<file path="config.mk">
export PLATFORM = sky130hd
export DESIGN_NAME = evo_one_plus_four
export DESIGN_NICKNAME = d
export VERILOG_FILES = /design/src/rtl/evo_pkg.sv /design/src/rtl/evo_lfsr.sv /design/src/rtl/evo_mutator.sv /design/src/rtl/evo_popcount.sv /design/src/rtl/evo_one_plus_four.sv
export SDC_FILE = /design/constraint.sdc
export NUM_CORES = 1
export LEC_CHECK = 0
export ABC_AREA = 0
export BUFFER_PORTS_ARGS = -buffer_cell sky130_fd_sc_hd__buf_2
export CAP_MARGIN = 25
export CORE_MARGIN = 1.5
export CORE_UTILIZATION = 50
export CTS_BUF_LIST = sky130_fd_sc_hd__clkbuf_2
export DETAILED_ROUTE_END_ITERATION = 8
export PLACE_DENSITY = 0.71
export SETUP_SLACK_MARGIN = 0.5
export SLEW_MARGIN = 5
export SYNTH_ARGS = -nofsm -noshare
export SYNTH_HDL_FRONTEND = slang
export SYNTH_HIERARCHICAL = 1
export SYNTH_SLANG_ARGS = --single-unit
</file>
<file path="constraint.sdc">
create_clock -name clk -period 4.1 [get_ports clk]
set_input_delay 0.82 -clock clk [delete_from_list [all_inputs] [get_ports clk]]
set_output_delay 0.82 -clock clk [all_outputs]
set_load 0.01 [all_outputs]
</file>
<file path="src/rtl/evo_pkg.sv">
package evo_pkg;

    localparam logic [15:0] LFSR_MASK = 16'hB400;

    typedef enum logic [2:0] {
        ST_IDLE,
        ST_EVAL,
        ST_MUT,
        ST_DECIDE,
        ST_DONE
    } evo_state_e;

endpackage

</file>
<file path="src/rtl/evo_lfsr.sv">
module evo_lfsr #(
    parameter logic [15:0] SEED = 16'hACE1
) (
    input  logic        clk,
    input  logic        rst_n,
    input  logic        step,
    output logic [15:0] value
);
    logic [15:0] state_d, state_q;

    always_comb begin
        state_d = state_q;
        if (step) begin
            state_d = {1'b0, state_q[15:1]} ^ (state_q[0] ? evo_pkg::LFSR_MASK : 16'h0000);
        end
    end

    always_ff @(posedge clk or negedge rst_n) begin
        if (!rst_n) state_q <= SEED;
        else        state_q <= state_d;
    end

    assign value = state_q;
endmodule

</file>
<file path="src/rtl/evo_mutator.sv">
module evo_mutator #(
    parameter int N_GENES  = 16,
    parameter int GENE_W   = 4,
    parameter int GENE_MAX = 11,
    localparam int GEN_BITS = N_GENES * GENE_W,
    localparam int POS_W    = $clog2(N_GENES)
) (
    input  logic [GEN_BITS-1:0] geno_in,
    input  logic [15:0]         rnd,
    output logic [GEN_BITS-1:0] geno_out
);
    logic [POS_W-1:0]  pos;
    logic [GENE_W-1:0] val;

    assign pos = POS_W'(int'(rnd[15:8]) % N_GENES);
    assign val = GENE_W'(int'(rnd[7:0]) % (GENE_MAX + 1));

    for (genvar i = 0; i < N_GENES; i++) begin : g_gene
        assign geno_out[i*GENE_W +: GENE_W] =
            (pos == POS_W'(i)) ? val : geno_in[i*GENE_W +: GENE_W];
    end
endmodule

</file>
<file path="src/rtl/evo_popcount.sv">
module evo_popcount #(
    parameter int W  = 8,
    parameter int CW = 4
) (
    input  logic [W-1:0]  bits,
    output logic [CW-1:0] count
);
    always_comb begin
        count = '0;
        for (int i = 0; i < W; i++) begin
            count = count + CW'(bits[i]);
        end
    end
endmodule

</file>
<file path="src/rtl/evo_one_plus_four.sv">
module evo_one_plus_four #(
    parameter int          N_GENES   = 16,
    parameter int          GENE_W    = 4,
    parameter int          GENE_MAX  = 11,
    parameter int          N_MUT     = 2,
    parameter int          VEC_LOG2  = 4,
    parameter int          ENV_LOG2  = 0,
    parameter int          OUT_W     = 8,
    parameter int          MAX_GEN   = 10000,
    parameter logic [15:0] LFSR_SEED = 16'hACE1,
    localparam int GEN_BITS = N_GENES * GENE_W,
    localparam int BEAT_W   = VEC_LOG2 + ENV_LOG2,
    localparam int SCORE_W  = $clog2((1 << BEAT_W) * OUT_W + 1)
) (
    input  logic                clk,
    input  logic                rst_n,
    input  logic                start,
    input  logic [GEN_BITS-1:0] seed_geno,
    output logic                cand_valid,
    output logic [GEN_BITS-1:0] cand_geno,
    input  logic                res_valid,
    input  logic [OUT_W-1:0]    res_data,
    output logic [VEC_LOG2-1:0] tgt_addr,
    input  logic [OUT_W-1:0]    tgt_data,
    output logic [GEN_BITS-1:0] best_geno,
    output logic [SCORE_W-1:0]  best_score,
    output logic                done
);
    import evo_pkg::*;

    localparam int MUT_W = $clog2(N_MUT + 1);
    localparam int GEN_W = $clog2(MAX_GEN + 1);

    typedef struct packed {
        evo_state_e          st;
        logic [GEN_BITS-1:0] parent;
        logic [SCORE_W-1:0]  pscore;
        logic [GEN_BITS-1:0] cand;
        logic [SCORE_W-1:0]  acc;
        logic [BEAT_W-1:0]   beat;
        logic [1:0]          kid;
        logic [MUT_W-1:0]    mcnt;
        logic [GEN_BITS-1:0] boff;
        logic [SCORE_W-1:0]  bscore;
        logic [GEN_W-1:0]    gen;
        logic                init;
    } evo_regs_t;

    evo_regs_t r_d, r_q;

    logic [15:0]         rnd;
    logic [GEN_BITS-1:0] mutated;
    logic [SCORE_W-1:0]  beat_diff;
    logic [SCORE_W-1:0]  sum;
    logic [SCORE_W-1:0]  score;

    evo_lfsr #(.SEED(LFSR_SEED)) u_lfsr (
        .clk   (clk),
        .rst_n (rst_n),
        .step  (r_q.st == ST_MUT),
        .value (rnd)
    );

    evo_mutator #(
        .N_GENES  (N_GENES),
        .GENE_W   (GENE_W),
        .GENE_MAX (GENE_MAX)
    ) u_mut (
        .geno_in  (r_q.cand),
        .rnd      (rnd),
        .geno_out (mutated)
    );

    evo_popcount #(.W(OUT_W), .CW(SCORE_W)) u_pop (
        .bits  (res_data ^ tgt_data),
        .count (beat_diff)
    );

    assign sum   = r_q.acc + beat_diff;
    assign score = sum >> ENV_LOG2;

    always_comb begin
        logic [GEN_BITS-1:0] np;
        logic [SCORE_W-1:0]  ns;
        r_d = r_q;
        np  = r_q.parent;
        ns  = r_q.pscore;
        case (r_q.st)
            ST_IDLE, ST_DONE: begin
                if (start) begin
                    r_d.parent = seed_geno;
                    r_d.cand   = seed_geno;
                    r_d.pscore = '1;
                    r_d.acc    = '0;
                    r_d.beat   = '0;
                    r_d.gen    = '0;
                    r_d.init   = 1'b1;
                    r_d.st     = ST_EVAL;
                end
            end
            ST_EVAL: begin
                if (res_valid) begin
                    r_d.acc  = sum;
                    r_d.beat = r_q.beat + 1'b1;
                    if (r_q.beat == '1) begin
                        r_d.acc  = '0;
                        r_d.beat = '0;
                        r_d.mcnt = '0;
                        r_d.cand = r_q.parent;
                        if (r_q.init) begin
                            r_d.init   = 1'b0;
                            r_d.pscore = score;
                            r_d.kid    = '0;
                            r_d.st     = (score == '0) ? ST_DONE : ST_MUT;
                        end else begin
                            if (r_q.kid == 2'd0 || score <= r_q.bscore) begin
                                r_d.boff   = r_q.cand;
                                r_d.bscore = score;
                            end
                            if (r_q.kid == 2'd3) begin
                                r_d.st = ST_DECIDE;
                            end else begin
                                r_d.kid = r_q.kid + 1'b1;
                                r_d.st  = ST_MUT;
                            end
                        end
                    end
                end
            end
            ST_MUT: begin
                r_d.cand = mutated;
                r_d.mcnt = r_q.mcnt + 1'b1;
                if (r_q.mcnt == MUT_W'(N_MUT - 1)) begin
                    r_d.st = ST_EVAL;
                end
            end
            ST_DECIDE: begin
                if (r_q.bscore <= r_q.pscore) begin
                    np = r_q.boff;
                    ns = r_q.bscore;
                end
                r_d.parent = np;
                r_d.pscore = ns;
                r_d.gen    = r_q.gen + 1'b1;
                r_d.kid    = '0;
                r_d.mcnt   = '0;
                r_d.cand   = np;
                if (ns == '0 || r_q.gen == GEN_W'(MAX_GEN - 1)) r_d.st = ST_DONE;
                else                                            r_d.st = ST_MUT;
            end
            default: r_d.st = ST_IDLE;
        endcase
    end

    always_ff @(posedge clk or negedge rst_n) begin
        if (!rst_n) begin
            r_q        <= '0;
            r_q.st     <= ST_IDLE;
            r_q.pscore <= '1;
            r_q.bscore <= '1;
        end else begin
            r_q <= r_d;
        end
    end

    assign cand_valid = (r_q.st == ST_EVAL);
    assign cand_geno  = r_q.cand;
    assign tgt_addr   = r_q.beat[VEC_LOG2-1:0];
    assign best_geno  = r_q.parent;
    assign best_score = r_q.pscore;
    assign done       = (r_q.st == ST_DONE);
endmodule

</file>
# Word level (Yosys, flattened, before mapping)
# Cells that the tools add are included.
dict set report classes {
  addsub 12
  div 1
  magnitude_cmp 2
  eq_ne 45
  muxes 47
  bitwise 3
  n_reduce_logical 38
}
# op count
set op_table {}
lappend op_table {{$mux W160} 2}
lappend op_table {{$pmux W64 S4} 1}
lappend op_table {{$mux W151} 1}
lappend op_table {{$mux W72} 2}
lappend op_table {{$pmux W64 S2} 1}
lappend op_table {{$reduce_and A5 Y1} 18}
lappend op_table {{$mux W4} 16}
lappend op_table {{$mux W64} 1}
lappend op_table {{$add A8 B1 Y8} 6}
lappend op_table {{$ne A2 B1 Y1 const B} 19}
lappend op_table {{$eq A4 B4 Y1 const B} 9}
lappend op_table {{$mod A9 B5 Y32 const B} 1}
lappend op_table {{$pmux W14 S2} 1}
lappend op_table {{$mux W8} 3}
lappend op_table {{$pmux W12 S2} 1}
lappend op_table {{$pmux W8 S3} 1}
lappend op_table {{$mux W3} 6}
lappend op_table {{$eq A4 B3 Y1 const B} 4}
lappend op_table {{$le A8 B8 Y1} 2}
lappend op_table {{$logic_not A8 Y1} 2}
lappend op_table {{$mux W16} 1}
lappend op_table {{$xor A15 B16 Y16} 1}
lappend op_table {{$mux W15} 1}
lappend op_table {{$add A14 B1 Y14 const B} 1}
lappend op_table {{other kinds (33)} 47}
dict set report totals {
  reg_bits 258
  in_bits 84
  out_inout_bits 142
  wordCells 176
}

# Logic depth before layout (Yosys ltp)
dict set report logic_depth {
  ltp_word 16
  ltp_mapped 22
  depth_no_buf 21
}

# By module
# Netlist, hierarchy kept.
# module n_inst cells_per_inst area_per_inst_um2
set by_module_without_submodules {}
lappend by_module_without_submodules {evo_one_plus_four 1 1409 13445.4}
lappend by_module_without_submodules {evo_mutator 1 163 1082.3}
lappend by_module_without_submodules {evo_lfsr 1 40 655.6}
lappend by_module_without_submodules {evo_popcount 1 18 173.9}

# Worst setup path after synthesis
# No wires, ideal clock.
dict set report synth_timing {
  path_type {input -> register}
  from {in tgt_data[0]}
  to {reg r_q[49] (netlist name)}
  arrival_ns 5.636
  required_ns 3.975
  setup_slack_ns -1.661
  stages 21
  n_path_buf 1
  path_cell_list {xor2_1 > fa_1 > inv_1 > fa_1 > inv_1 > ha_1 > fa_1 > ha_1 > ha_1 > a211oi_1 > o21ai_1 > o21ai_1 > xnor2_1 > ha_1 > a21o_1 > a21o_1 > a21oi_1 > o21ai_1 > a21oi_2 > buf_2 > mux2_2}
}
dict set report synth_via {
  elab_chain_cells 12
}
# element line
set synth_rtl {}
lappend synth_rtl {{start, declared} evo_one_plus_four.sv:24} ;# input logic [OUT_W-1:0] tgt_data,
lappend synth_rtl {{$xor A8 B8 Y8} evo_one_plus_four.sv:75} ;# .bits (res_data ^ tgt_data),
lappend synth_rtl {{$add A1 B1 Y2} evo_popcount.sv:11} ;# count = count + CW'(bits[i]);
lappend synth_rtl {{$add A8 B1 Y8 (6 in series)} evo_popcount.sv:11}
lappend synth_rtl {{via beat_diff[1]} evo_one_plus_four.sv:53} ;# logic [SCORE_W-1:0] beat_diff;
lappend synth_rtl {{$add A8 B8 Y8} evo_one_plus_four.sv:79} ;# assign sum = r_q.acc + beat_diff;
lappend synth_rtl {{via score[5]} evo_one_plus_four.sv:55} ;# logic [SCORE_W-1:0] score;
lappend synth_rtl {{$le A8 B8 Y1} evo_one_plus_four.sv:116} ;# if (r_q.kid == 2'd0 || score <= r_q.bscore) begin
lappend synth_rtl {{$logic_or A1 B1 Y1} evo_one_plus_four.sv:116}
lappend synth_rtl {{$reduce_and A5 Y1 (no line)} -}
lappend synth_rtl {{end signal, assigned} evo_one_plus_four.sv:162} ;# r_q <= r_d;
lappend synth_rtl {{end, declared} evo_one_plus_four.sv:49} ;# evo_regs_t r_d, r_q;
# The timed path passes the listed nets, and every way through them passes these cells.
# A chain may end at the register's enable or synchronous reset.

# Worst setup path in the final report
dict set report layout_timing {
  from {in res_data[3]}
  to {reg r_q[35] (netlist name)}
}
dict set report layout_via {
  elab_chain_cells 10
}
# element line
set layout_rtl {}
lappend layout_rtl {{start, declared} evo_one_plus_four.sv:22} ;# input logic [OUT_W-1:0] res_data,
lappend layout_rtl {{$xor A8 B8 Y8} evo_one_plus_four.sv:75}
lappend layout_rtl {{$add A8 B1 Y8 (5 in series)} evo_popcount.sv:11}
lappend layout_rtl {{via beat_diff[2]} evo_one_plus_four.sv:53}
lappend layout_rtl {{$add A8 B8 Y8} evo_one_plus_four.sv:79}
lappend layout_rtl {{via score[5]} evo_one_plus_four.sv:55}
lappend layout_rtl {{$le A8 B8 Y1} evo_one_plus_four.sv:116}
lappend layout_rtl {{$logic_or A1 B1 Y1} evo_one_plus_four.sv:116}
lappend layout_rtl {{$reduce_and A5 Y1 (no line)} -}
# The timed path passes the listed nets, and every way through them passes these cells.

==> out/metrics.yaml <==
clock_network:
  cts_tree: "yes"
  clock_sink_count: 258
  number_of_cts_inserted_buffers: 72
  clock_latency_ns: 0.88
  clkSlewWorstSetupHoldPaths_ns: 0.11
  cts_htree_levels: 3
  clock_tree.buffer_depth: 3
  cts.root.buffer_cell: "sky130_fd_sc_hd__clkbuf_2"
synth:
  syn-instance-count: 1630
  synthTopCellsByArea: "sky130_fd_sc_hd__dfrtp_1, sky130_fd_sc_hd__buf_4, sky130_fd_sc_hd__a221oi_2"
  post_syn_area_per_cell_um2: 9.422
  netlist-cell-type-count: 71
  synth.largest_area_cell: "sky130_fd_sc_hd__dfrtp_1"
  synth_seq_area_share_pct: 42.24
  synth_seq_cells: 258
  synth_flop_cell: "sky130_fd_sc_hd__dfrtp_1"
  mappedNetlistArea_um2: 15360
  synth_async_sr_flop_share_pct: 100.0
  synth_enable_flop_cells: 0
  ys.warnings.count: 6
  post-synth-top-area-fraction_pct: 38.13
power_and_ir_drop:
  power_density_nw_per_um2: 814.1
  cellLeakagePower_nw: 8.321
  vdd_ir_drop_max_mv: 0.4619
critical_path:
  crit_buf_inv: 5
  critPathMaxFanout: 8
  worst_ep_arrival_time_ns: 5.79
  delay_heaviest_family_cp: "adder cells"
  setup.worst_path.start_class: "input pin"
  slowest_stage_cell_crit_path: "sky130_fd_sc_hd__fa_1"
  setup.worst_path.end_class: "flip-flop"
  crit_path_cell_trace: "buf_6 -> xor2_2 -> fa_1 -> inv_1 -> fa_1 -> inv_2 -> ha_4 -> fa_1 -> ha_4 -> xor2_2 -> ha_4 -> o21ai_1 -> o21ai_1 -> o21ai_1 -> xnor2_1 -> ha_1 -> a21o_1 -> a21o_1 -> a21oi_2 -> o21ai_2 -> a21oi_4 -> buf_12 -> buf_12 -> mux2_4"
  path_class: "in -> reg"
  slowest_delay_ns: 0.53
  worstPathRequired_ns: 4.78
status:
  violations: "setup timing"
  outcome: "finished with violations"
placement:
  place.gp.congestion: 0.8737
  dp_worst_setup_slack_ns: -1.955
  buffer_ports.inserted: 225
  placedInstanceArea_um2: 16230
  detailedPlacementHpwl_um: 28290
  placedCellCount: 2058
timing:
  worst_slew_margin_rel_pct: 29.15
  fin_skew_ns: 0.08778
  fmaxAchievable_ghz: 0.1959
  finalSetupViolations: 74
  timing.final.hold_violations: 0
  worst_slew_pin_slew_ns: 1.063
  grt_setup_unrepaired: "yes"
  finalHoldWorstSlack_ns: 0.2150
  final_critical_path_setup_slack_ns: -1.005
  final_period_minus_worst_setup_slack_ns: 5.105
  post-route-period-util_pct: 124.5
  final-max-slew-violation-count: 0
die:
  starting_utilization_of_the_core_area_pct: 51.27
  die_height_um: 178.3
  dieWidth_um: 178.3
  core-area_um2: 29950
  design.die.area_um2: 31770
  design.portCount: 226
  placement_rows: 63
layout:
  post_route_cells_drive_above_1_share_pct: 36.67
  nNetsFinal: 1879
  fin_util_pct: 58.50
  area.growth.synth_to_final_pct: 14.10
  postLayoutCellArea_um2: 17520
  finish.cell_count_without_fillers: 2207
global_route:
  gr-usage-all-layers_pct: 28.12
  globalRouteOverflowTotal: 0
  antenna_violations_before_repair: 2
  grt_pass1_wl_um: 70370
  first_global_vias: 13100
  grt_max_degree: 94
routing:
  routed-via-count: 12980
  first_iter_violations: 1156
  avgRoutedWirePerCell_um: 20.39
  route.detailed.vias_per_inst: 5.880
  routed_wl_um: 44990
  post-route-drc-count: 0
  firstDrtPassIters: 5
  ant_nets: 0
run:
  drv_cap: 0
min_path:
  worst_hold_path_type: "in -> reg"
## registers in the layout, summed over array words and instances, names as in the netlist
name / flops
best_geno: 64
best_score: 8
cand_geno: 64
r_q: 102
tgt_addr: 4
u_lfsr/value: 16
## cells in the mapped netlist, drive strengths merged (5+ instances only)
library cell,instances
and2,6
a31oi,5
xnor2,9
buf,180
a221oi,65
dfstp,24
nor3,12
nor4,6
a21o,7
nand2,232
nand2b,11
nand4,10
ha,31
nor2b,6
inv,28
o21ai,181
o22ai,67
fa,5
dfrtp,234
clkbuf,60
a21oi,58
mux2i,7
a22o,11
mux2,117
xor2,10
nor2,187
nand3,9
and3,7
## report_power, final
part,internal [W],switching (W)
Sequential,0.00343,0.00105
Combinational,0.00313,0.00460
Clock,0.000885,0.00116
## worst min-delay path, stage by stage
cell,delay (ns)
sky130_fd_sc_hd__buf_2,0.08
sky130_fd_sc_hd__o22ai_1,0.07
sky130_fd_sc_hd__nor2_1,0.08
## cells by family after synthesis
group | Yosys count | share of synthesized area, %
buffers and inverters | 268 | 10.82
xor gates and xnor gates | 19 | 1.084
muxes | 124 | 9.133
and+or+nand+nor | 509 | 14.35
adders and majority gates | 36 | 3.177
DFF | 258 | 42.24
AOI/OAI and AO/OA | 415 | 19.18
other | 1 | 0.02442
## cell type report
class	instances	area [um2]
Clock inverter	24	175.2
Multi-Input combinational cell	1107	7780
Clock buffer	107	535.5
Tap cell	390	488.0
Sequential cell	258	6486
Fill cell	2632	12430
Inverter	28	105.1
Antenna cell	1	2.502
Timing Repair Buffer	292	1951
## metrics by stage
stage	power [W]	TNS, ns
after floorplan	0.009899	-120.43
after global placement	0.01151	-136.85
after detailed placement	0.01176	-146.86
after CTS	0.01403	-60.01
after global routing	0.01532	-77.88
final	0.01427	-67.99
## worst paths after layout
check / slack (ns) / startpoint / depth (start not counted) / end
worst max-delay path: -1.01 / res_data[3] / 24 / r_q[35]$_DFFE_PN0P_
worst min-delay path: 0.22 / seed_geno[1] / 3 / best_geno[1]$_DFFE_PN0P_
worst max register to register: 0.68 / u_lfsr/value[7]$_DFFE_PN1P_ / 12 / cand_geno[6]$_DFFE_PN0P_
worst min register to register: 0.49 / r_q[14]$_DFFE_PN0P_ / 1 / r_q[14]$_DFFE_PN0P_
max in group asynchronous: 2.42 / rst_n / 3 / r_q[39]$_DFFE_PN0P_
min in group asynchronous: 0.60 / rst_n / 2 / tgt_addr[0]$_DFFE_PN0P_
## layer usage
metal  part of all wire, %  GRT usage [%]  vias to the layer above
met5                 0.020              0                        -
met4                   2.9          11.53                        2
met3                   8.7          6.628                      110
met2                    47          44.81                      604
met1                    41          36.83                     6369
li1                      -              -                     5893
## placed cells by master, fill, tap and decap left out, types with 7 or more instances in the layout
cell type	count
sky130_fd_sc_hd__o22ai_1	67
sky130_fd_sc_hd__ha_1	25
sky130_fd_sc_hd__clkbuf_2	107
sky130_fd_sc_hd__a221oi_2	61
sky130_fd_sc_hd__nand4_1	10
sky130_fd_sc_hd__nand2_1	231
sky130_fd_sc_hd__nand3_1	9
sky130_fd_sc_hd__nor2_1	181
sky130_fd_sc_hd__buf_12	13
sky130_fd_sc_hd__dfstp_2	24
sky130_fd_sc_hd__dfrtp_1	234
sky130_fd_sc_hd__buf_2	223
sky130_fd_sc_hd__a21oi_1	42
sky130_fd_sc_hd__mux2i_1	7
sky130_fd_sc_hd__a21oi_2	12
sky130_fd_sc_hd__o21ai_1	70
sky130_fd_sc_hd__clkinv_1	17
sky130_fd_sc_hd__mux2_4	74
sky130_fd_sc_hd__buf_4	38
sky130_fd_sc_hd__a22o_1	11
sky130_fd_sc_hd__xor2_1	7
sky130_fd_sc_hd__nor3_1	12
sky130_fd_sc_hd__inv_1	26
sky130_fd_sc_hd__mux2_2	42
sky130_fd_sc_hd__xnor2_1	8
sky130_fd_sc_hd__nand2b_1	11
sky130_fd_sc_hd__o21ai_0	108
sky130_fd_sc_hd__buf_6	9
## timing repair
action | CTS | global route
hold buffers | 1 | 0
setup buffers | 6 | 5
pin swaps | 19 | 16
gates resized for setup | 47 | 34
endpoints found under the setup margin | 84 | 87
hold endpoints to repair | 56 | 0
cloned | 3 | 2
(Power assumes the default switching activity.)
